`src/rtl/smul_pkg.sv`:
```
package smul_pkg;
  // Bit span a running sum may occupy after stage idx (rows 0..idx added).
  function automatic int unsigned row_span(int unsigned w, int unsigned idx);
    return w + idx + 1;
  endfunction
endpackage

```
`src/rtl/smul_row.sv`:
```
module smul_row #(
  parameter int unsigned W   = 8,
  parameter int unsigned IDX = 0
) (
  input  logic             clk_i,
  input  logic             rst_ni,
  input  logic             vld_i,
  input  logic [W-1:0]     a_i,
  input  logic [W-1:0]     b_i,
  input  logic [2*W-1:0]   sum_i,
  output logic             vld_o,
  output logic [W-1:0]     a_o,
  output logic [W-1:0]     b_o,
  output logic [2*W-1:0]   sum_o
);
  localparam int unsigned PW = 2 * W;

  logic [PW-1:0] addend;

  always_comb begin
    addend = '0;
    if (a_i[IDX]) addend = {{W{1'b0}}, b_i} << IDX;
  end

  always_ff @(posedge clk_i or negedge rst_ni) begin
    if (!rst_ni) vld_o <= 1'b0;
    else         vld_o <= vld_i;
  end

  // data path is not reset; valid qualifies it
  always_ff @(posedge clk_i) begin
    a_o   <= a_i;
    b_o   <= b_i;
    sum_o <= sum_i + addend;
  end

  generate
    if (IDX > 0) begin : g_low_chk

      low_bits_kept_chk: assert property (@(posedge clk_i) disable iff (!rst_ni)
        vld_o |-> sum_o[IDX-1:0] == $past(sum_i[IDX-1:0]));
    end
    if (IDX < W - 1) begin : g_span_chk

      row_span_chk: assert property (@(posedge clk_i) disable iff (!rst_ni)
        vld_o |-> (sum_o >> smul_pkg::row_span(W, IDX)) == '0);
    end
  endgenerate
endmodule

```
`src/rtl/shift_add_mul.sv`:
```
module shift_add_mul #(
  parameter int unsigned W = 8
) (
  input  logic             clk_i,
  input  logic             rst_ni,
  input  logic             valid_i,
  input  logic [W-1:0]     a_i,
  input  logic [W-1:0]     b_i,
  output logic             valid_o,
  output logic [2*W-1:0]   product_o
);
  localparam int unsigned PW = 2 * W;
  localparam int unsigned CW = $clog2(W + 1) + 1;
  localparam logic [PW-1:0] OP_MAX   = {{W{1'b0}}, {W{1'b1}}};
  localparam logic [PW-1:0] PROD_MAX = OP_MAX * OP_MAX;

  logic          v_c [W+1];
  logic [W-1:0]  a_c [W+1];
  logic [W-1:0]  b_c [W+1];
  logic [PW-1:0] s_c [W+1];

  assign v_c[0] = valid_i;
  assign a_c[0] = a_i;
  assign b_c[0] = b_i;
  assign s_c[0] = '0;

  generate
    for (genvar g = 0; g < W; g++) begin : g_row
      smul_row #(.W(W), .IDX(g)) u_row (
        .clk_i (clk_i),
        .rst_ni(rst_ni),
        .vld_i (v_c[g]),
        .a_i   (a_c[g]),
        .b_i   (b_c[g]),
        .sum_i (s_c[g]),
        .vld_o (v_c[g+1]),
        .a_o   (a_c[g+1]),
        .b_o   (b_c[g+1]),
        .sum_o (s_c[g+1])
      );
    end
  endgenerate

  assign valid_o   = v_c[W];
  assign product_o = s_c[W];

  // operand copies leaving the last row are not needed
  logic unused_tail;
  assign unused_tail = ^{a_c[W], b_c[W]};

  // in-flight bookkeeping for the checks below
  logic [CW-1:0] inflight_q;
  always_ff @(posedge clk_i or negedge rst_ni) begin
    if (!rst_ni) inflight_q <= '0;
    else         inflight_q <= inflight_q + CW'(valid_i) - CW'(valid_o);
  end


  inflight_bound_chk: assert property (@(posedge clk_i) disable iff (!rst_ni)
    inflight_q <= CW'(W));


  no_orphan_out_chk: assert property (@(posedge clk_i) disable iff (!rst_ni)
    valid_o |-> inflight_q != '0);


  prod_ceiling_chk: assert property (@(posedge clk_i) disable iff (!rst_ni)
    valid_o |-> product_o <= PROD_MAX);


  always_comb begin
    if (!rst_ni) reset_quiet_chk: assert (!valid_o);
  end
endmodule

```
`config.mk`:
```
export PLATFORM = sky130hd
export DESIGN_NAME = shift_add_mul
export DESIGN_NICKNAME = d
export VERILOG_FILES = /design/src/rtl/smul_pkg.sv /design/src/rtl/smul_row.sv /design/src/rtl/shift_add_mul.sv
export SDC_FILE = /design/constraint.sdc
export NUM_CORES = 1
export LEC_CHECK = 0
export ABC_AREA = 1
export BUFFER_PORTS_ARGS = -buffer_cell sky130_fd_sc_hd__buf_2
export CORE_UTILIZATION = 50
export DETAILED_ROUTE_END_ITERATION = 6
export GPL_TIMING_DRIVEN = 0
export PLACE_DENSITY_LB_ADDON = 0.05
export SYNTH_ARGS = -nofsm -noshare
export SYNTH_HDL_FRONTEND = slang
export SYNTH_HIERARCHICAL = 1
export SYNTH_SLANG_ARGS = --single-unit
```
`constraint.sdc`:
```
create_clock -name clk_i -period 2.99 [get_ports clk_i]
set_clock_uncertainty 0.2 [all_clocks]
set_input_delay 0.299 -clock clk_i [delete_from_list [all_inputs] [get_ports clk_i]]
set_output_delay 0.299 -clock clk_i [all_outputs]
set_load 0.02 [all_outputs]
```
# Yosys cells after proc, flatten, opt, wreduce, memory -nomap -nowiden
# Index checks and enable logic that the tools add are counted.
dict set report word_totals {
  register_bits 248
  latch_bits 0
  mem_bits_rw 0
  mem_bits_ro 0
  mem_count 0
}
dict set report op_classes {
  add_sub_neg 7
  mul 0
  n_div 0
  order_cmp 0
  n_eq_ne 0
  shifts 0
  n_mux 7
  n_bitwise 0
  n_reduce_logical 0
}
# cell count
set ops {}
lappend ops {{adder 16 bit} 7}
lappend ops {{2-to-1 mux 15 bit} 1}
lappend ops {{2-to-1 mux 14 bit} 1}
lappend ops {{2-to-1 mux 13 bit} 1}
lappend ops {{2-to-1 mux 12 bit} 1}
lappend ops {{2-to-1 mux 11 bit} 1}
lappend ops {{2-to-1 mux 10 bit} 1}
lappend ops {{2-to-1 mux 9 bit} 1}

# Longest topological paths before layout
dict set report logic_depth {
  depth_word 2
  depth_mapped 13
  depth_no_buf 12
}

# Hierarchy
# Netlist, hierarchy kept.
# module instances cells_per_inst area_each_um2 seq_area_each_um2
set by_module_without_submodules {}
lappend by_module_without_submodules {{smul_row (g_row[1].u_row)} 1 182 1413.9 665.6}
lappend by_module_without_submodules {{smul_row (g_row[0].u_row)} 1 176 1386.3 665.6}
lappend by_module_without_submodules {{smul_row (g_row[3].u_row)} 1 167 1375.1 665.6}
lappend by_module_without_submodules {{smul_row (g_row[2].u_row)} 1 168 1356.3 665.6}
lappend by_module_without_submodules {{smul_row (g_row[4].u_row)} 1 154 1277.5 665.6}
lappend by_module_without_submodules {{smul_row (g_row[5].u_row)} 1 146 1232.4 665.6}
lappend by_module_without_submodules {{smul_row (g_row[6].u_row)} 1 129 1169.9 665.6}
lappend by_module_without_submodules {{smul_row (g_row[7].u_row)} 1 120 1118.6 665.6}
lappend by_module_without_submodules {shift_add_mul 1 1 3.8 0.0}

# Worst setup path before layout
# Ideal clock, no wire load.
dict set report synth_path {
  path_kind {flip-flop to flip-flop}
  start {register g_row[1].u_row.a_o[2]}
  end {register g_row[2].u_row.sum_o[14]}
  setup_ps 58
  arrival_ps 1768
  path_slack_ps 964
  path_stages_with_launch 14
  path_buffers 1
  synth_period_minus_slack_ps 2026
  path_cell_list {dfxtp_1 -> clkbuf_1 -> nand2_1 -> inv_1 -> ha_1 -> inv_1 -> fa_1 -> inv_1 -> nand3_1 -> nand3_1 -> nand2_1 -> nand2_1 -> nand3b_1 -> nand2_1}
}
dict set report synth_via {
  elab_chain_cells 2
}
# element line
set synth_lines {}
lappend synth_lines {{start: declaration} smul_row.sv:12} ;# output logic [W-1:0] a_o,
lappend synth_lines {{start signal: assignment} smul_row.sv:32} ;# a_o <= a_i;
lappend synth_lines {{2-to-1 mux 10 bit} smul_row.sv:22} ;# if (a_i[IDX]) addend = {{W{1'b0}}, b_i} << IDX;
lappend synth_lines {{adder 16 bit} smul_row.sv:34} ;# sum_o <= sum_i + addend;
lappend synth_lines {{end signal: assignment} smul_row.sv:34}
lappend synth_lines {{end: declaration} smul_row.sv:14} ;# output logic [2*W-1:0] sum_o
# Every way passes these cells.
# A chain may end at the register's enable or synchronous reset.

# Worst setup path after layout
# Same ends and word-level chain as after synthesis.

==> results.sh <==
export IMPL_outcome="complete, no violations"
export IMPL_crit_path_max_incr_delay_ns=0.43
export IMPL_clkTransAtPathRegs_ns=0.06
export IMPL_path_class="reg -> reg"
export IMPL_cap_viol_max_count=0
export IMPL_hpwl_mm=13.8
export IMPL_p_per_area_nw_per_um2=864
export IMPL_crit_required_ns=3.23
export IMPL_initial_utilization=0.517
export IMPL_h_tree_depth=1
export IMPL_wl_per_cell_um=11.1
export IMPL_grt_usage=0.188
export IMPL_path_max_fanout=8
export IMPL_drc=0
export IMPL_die_h_um=139
export IMPL_syn_inst=1199
export IMPL_drt_first_pass_iters=5
export IMPL_n_antenna_cell=0
export IMPL_avgSynthCellArea_um2=7.88
export IMPL_grt_start_max_net_pins=15
export IMPL_period_minus_slack_ns=2.54
export IMPL_drt_initial_drc_count=256
export IMPL_antenna_found_initial=0
export IMPL_grt_pass1_vias=6573
export IMPL_cts_buffer_depth=3
export IMPL_fmax_mhz=393
export IMPL_fin_cells=1558
export IMPL_num_rows=49
export IMPL_cts_tree="built"
export IMPL_ios=36
export IMPL_ant_nets=0
export IMPL_coreArea_um2=18300
export IMPL_critical_path_cell_chain="clkbuf_1 -> nand2_1 -> inv_1 -> ha_1 -> inv_1 -> fa_1 -> inv_1 -> nand3_1 -> nand3_1 -> nand2_1 -> nand2_1 -> nand3b_1 -> nand2_1"
export IMPL_finalMaxSlewViolations=0
export IMPL_netlist_area_um2=9450
export IMPL_dp_cells=1499
export IMPL_grt_first_pass_wirelength_mm=29.9
export IMPL_nFillCells=1708
export IMPL_cpMaxStageDelayCell="fa_1"
export IMPL_overflow=0
export IMPL_cpMostUsedCell="nand2_1"
export IMPL_die_w_um=139
export IMPL_numCtsBuffers=23
export IMPL_finalSetupViolCount=0
export IMPL_clock_latency_ns=0.51
export IMPL_drive_above_1_share=0.0888
export IMPL_p_leak_nw=6.17
export IMPL_wirelength_mm=17.3
export IMPL_ys_warn_count=6
export IMPL_hp_class="reg -> reg"
export IMPL_nets=1404
export IMPL_clock_sinks=220
export IMPL_vias_per_cell=4.51
export IMPL_fin_setup_tns_ns=0
export IMPL_io_buffers=34
export IMPL_num_vias=7028
export IMPL_die_area_um2=19500
export IMPL_synthToLayoutAreaGrowth_pct=16.1
export IMPL_final_hold_viol_count=0
export IMPL_post_cts_buffers=0
export IMPL_place_gp_congestion=0.840
export IMPL_arrival_ns=2.78
export IMPL_root_buffer="clkbuf_16"
export IMPL_max_vdd_ir_drop_mv=0.342
export IMPL_crit_path_start_kind="flip-flop"
export IMPL_finalCritPeriodShare=0.851
export IMPL_end_kind="flip-flop"
export IMPL_grt_setup_unrepaired="no"
[through the flow]
stage	worst slack, ns	hold slack [ns]	utilization	total power, W	instance area, um2
2_1_floorplan	0.981	-0.197	-	0.00611	9590
6_report	0.446	0.124	0.601	0.00948	11000
3_3_place_gp	0.497	-0.0590	0.550	0.00677	10000
5_1_grt	0.222	0.129	0.601	0.0102	11000
3_5_place_dp	0.501	-0.0498	0.550	0.00680	10000
4_1_cts	0.419	0.117	0.601	0.00959	11000
[what timing repair did]
action                    4_1_cts  5_1_grt
hold buffers                   18        0
hold endpoints to repair       25        0
resized for setup               0        0
[flip-flops by register name (all words and copies together), names as in the netlist]
signal,count
g_row.u_row/b_o,56
g_row.u_row/vld_o,8
g_row.u_row/sum_o,128
g_row.u_row/a_o,28
[power breakdown]
group	internal [W]	total, W	switching, W	leakage [nW]
registers	0.00366	0.00393	0.000275	1.88
logic	0.00107	0.00282	0.00175	3.93
clock network	0.00162	0.00273	0.00111	0.361
[area by class of cell]
class,instances,area [um2],area share
Inverter,207,777,0.0708
Buffer,8,30.0,0.00274
Clock buffer,30,652,0.0594
Timing Repair Buffer,52,350,0.0319
Multi-Input combinational cell,801,4340,0.396
Tap cell,229,287,0.0261
Sequential cell,220,4440,0.405
Clock inverter,11,93.8,0.00855
[layout by cell type (no fill, tap or decap), types with 2 or more instances in the layout]
master         instances
fa_1                   8
a21o_1                 6
inv_2                  4
xor2_1                34
nand2_1              393
xnor2_1                8
or2_2                  2
inv_1                203
nand3_1               87
a21oi_2                2
nor2_1                60
clkbuf_8               5
a21oi_1               21
or2_1                  5
a21boi_0               6
dlygate4sd3_1         18
buf_2                 34
clkinvlp_4             4
nand4_1               18
clkbuf_1              10
dfrtp_1                8
nand2_2               16
nor2_2                 8
clkbuf_16             23
dfxtp_1              212
clkinv_2               5
nand3b_1               7
conb_1                38
nand3_2                7
ha_1                  64
nor3_2                 4
[critical path: cells and delay by family, from the launching register on]
kind / cells / cell delay, ns
DFF: 1 / 0.31
and+or+nand+nor: 7 / 0.69
buffers and inverters: 4 / 0.62
adders and majority gates: 2 / 0.65
[metal layers]
layer | GRT usage | share of wire
met2 | 0.335 | 0.47
met4 | 0.0567 | 0.019
met5 | 0 | 0
met3 | 0.0286 | 0.031
met1 | 0.232 | 0.48
[worst paths after layout]
| check | startpoint | end | slack (ns) | cells after the start |
|---|---|---|---|---|
| worst min register to register | g_row[2].u_row/sum_o[2] | g_row[3].u_row/sum_o[2] | 0.12 | 0 |
| worst max register to register | g_row[1].u_row/a_o[2] | g_row[2].u_row/sum_o[14] | 0.45 | 13 |
| worst max-delay path | g_row[1].u_row/a_o[2] | g_row[2].u_row/sum_o[14] | 0.45 | 13 |
| max in group asynchronous | rst_ni | g_row[1].u_row/vld_o | 1.76 | 3 |
| min in group asynchronous | rst_ni | g_row[2].u_row/vld_o | 0.56 | 3 |
| worst min-delay path | g_row[2].u_row/sum_o[2] | g_row[3].u_row/sum_o[2] | 0.12 | 0 |
No activity file was read; power rests on OpenSTA's default activity.
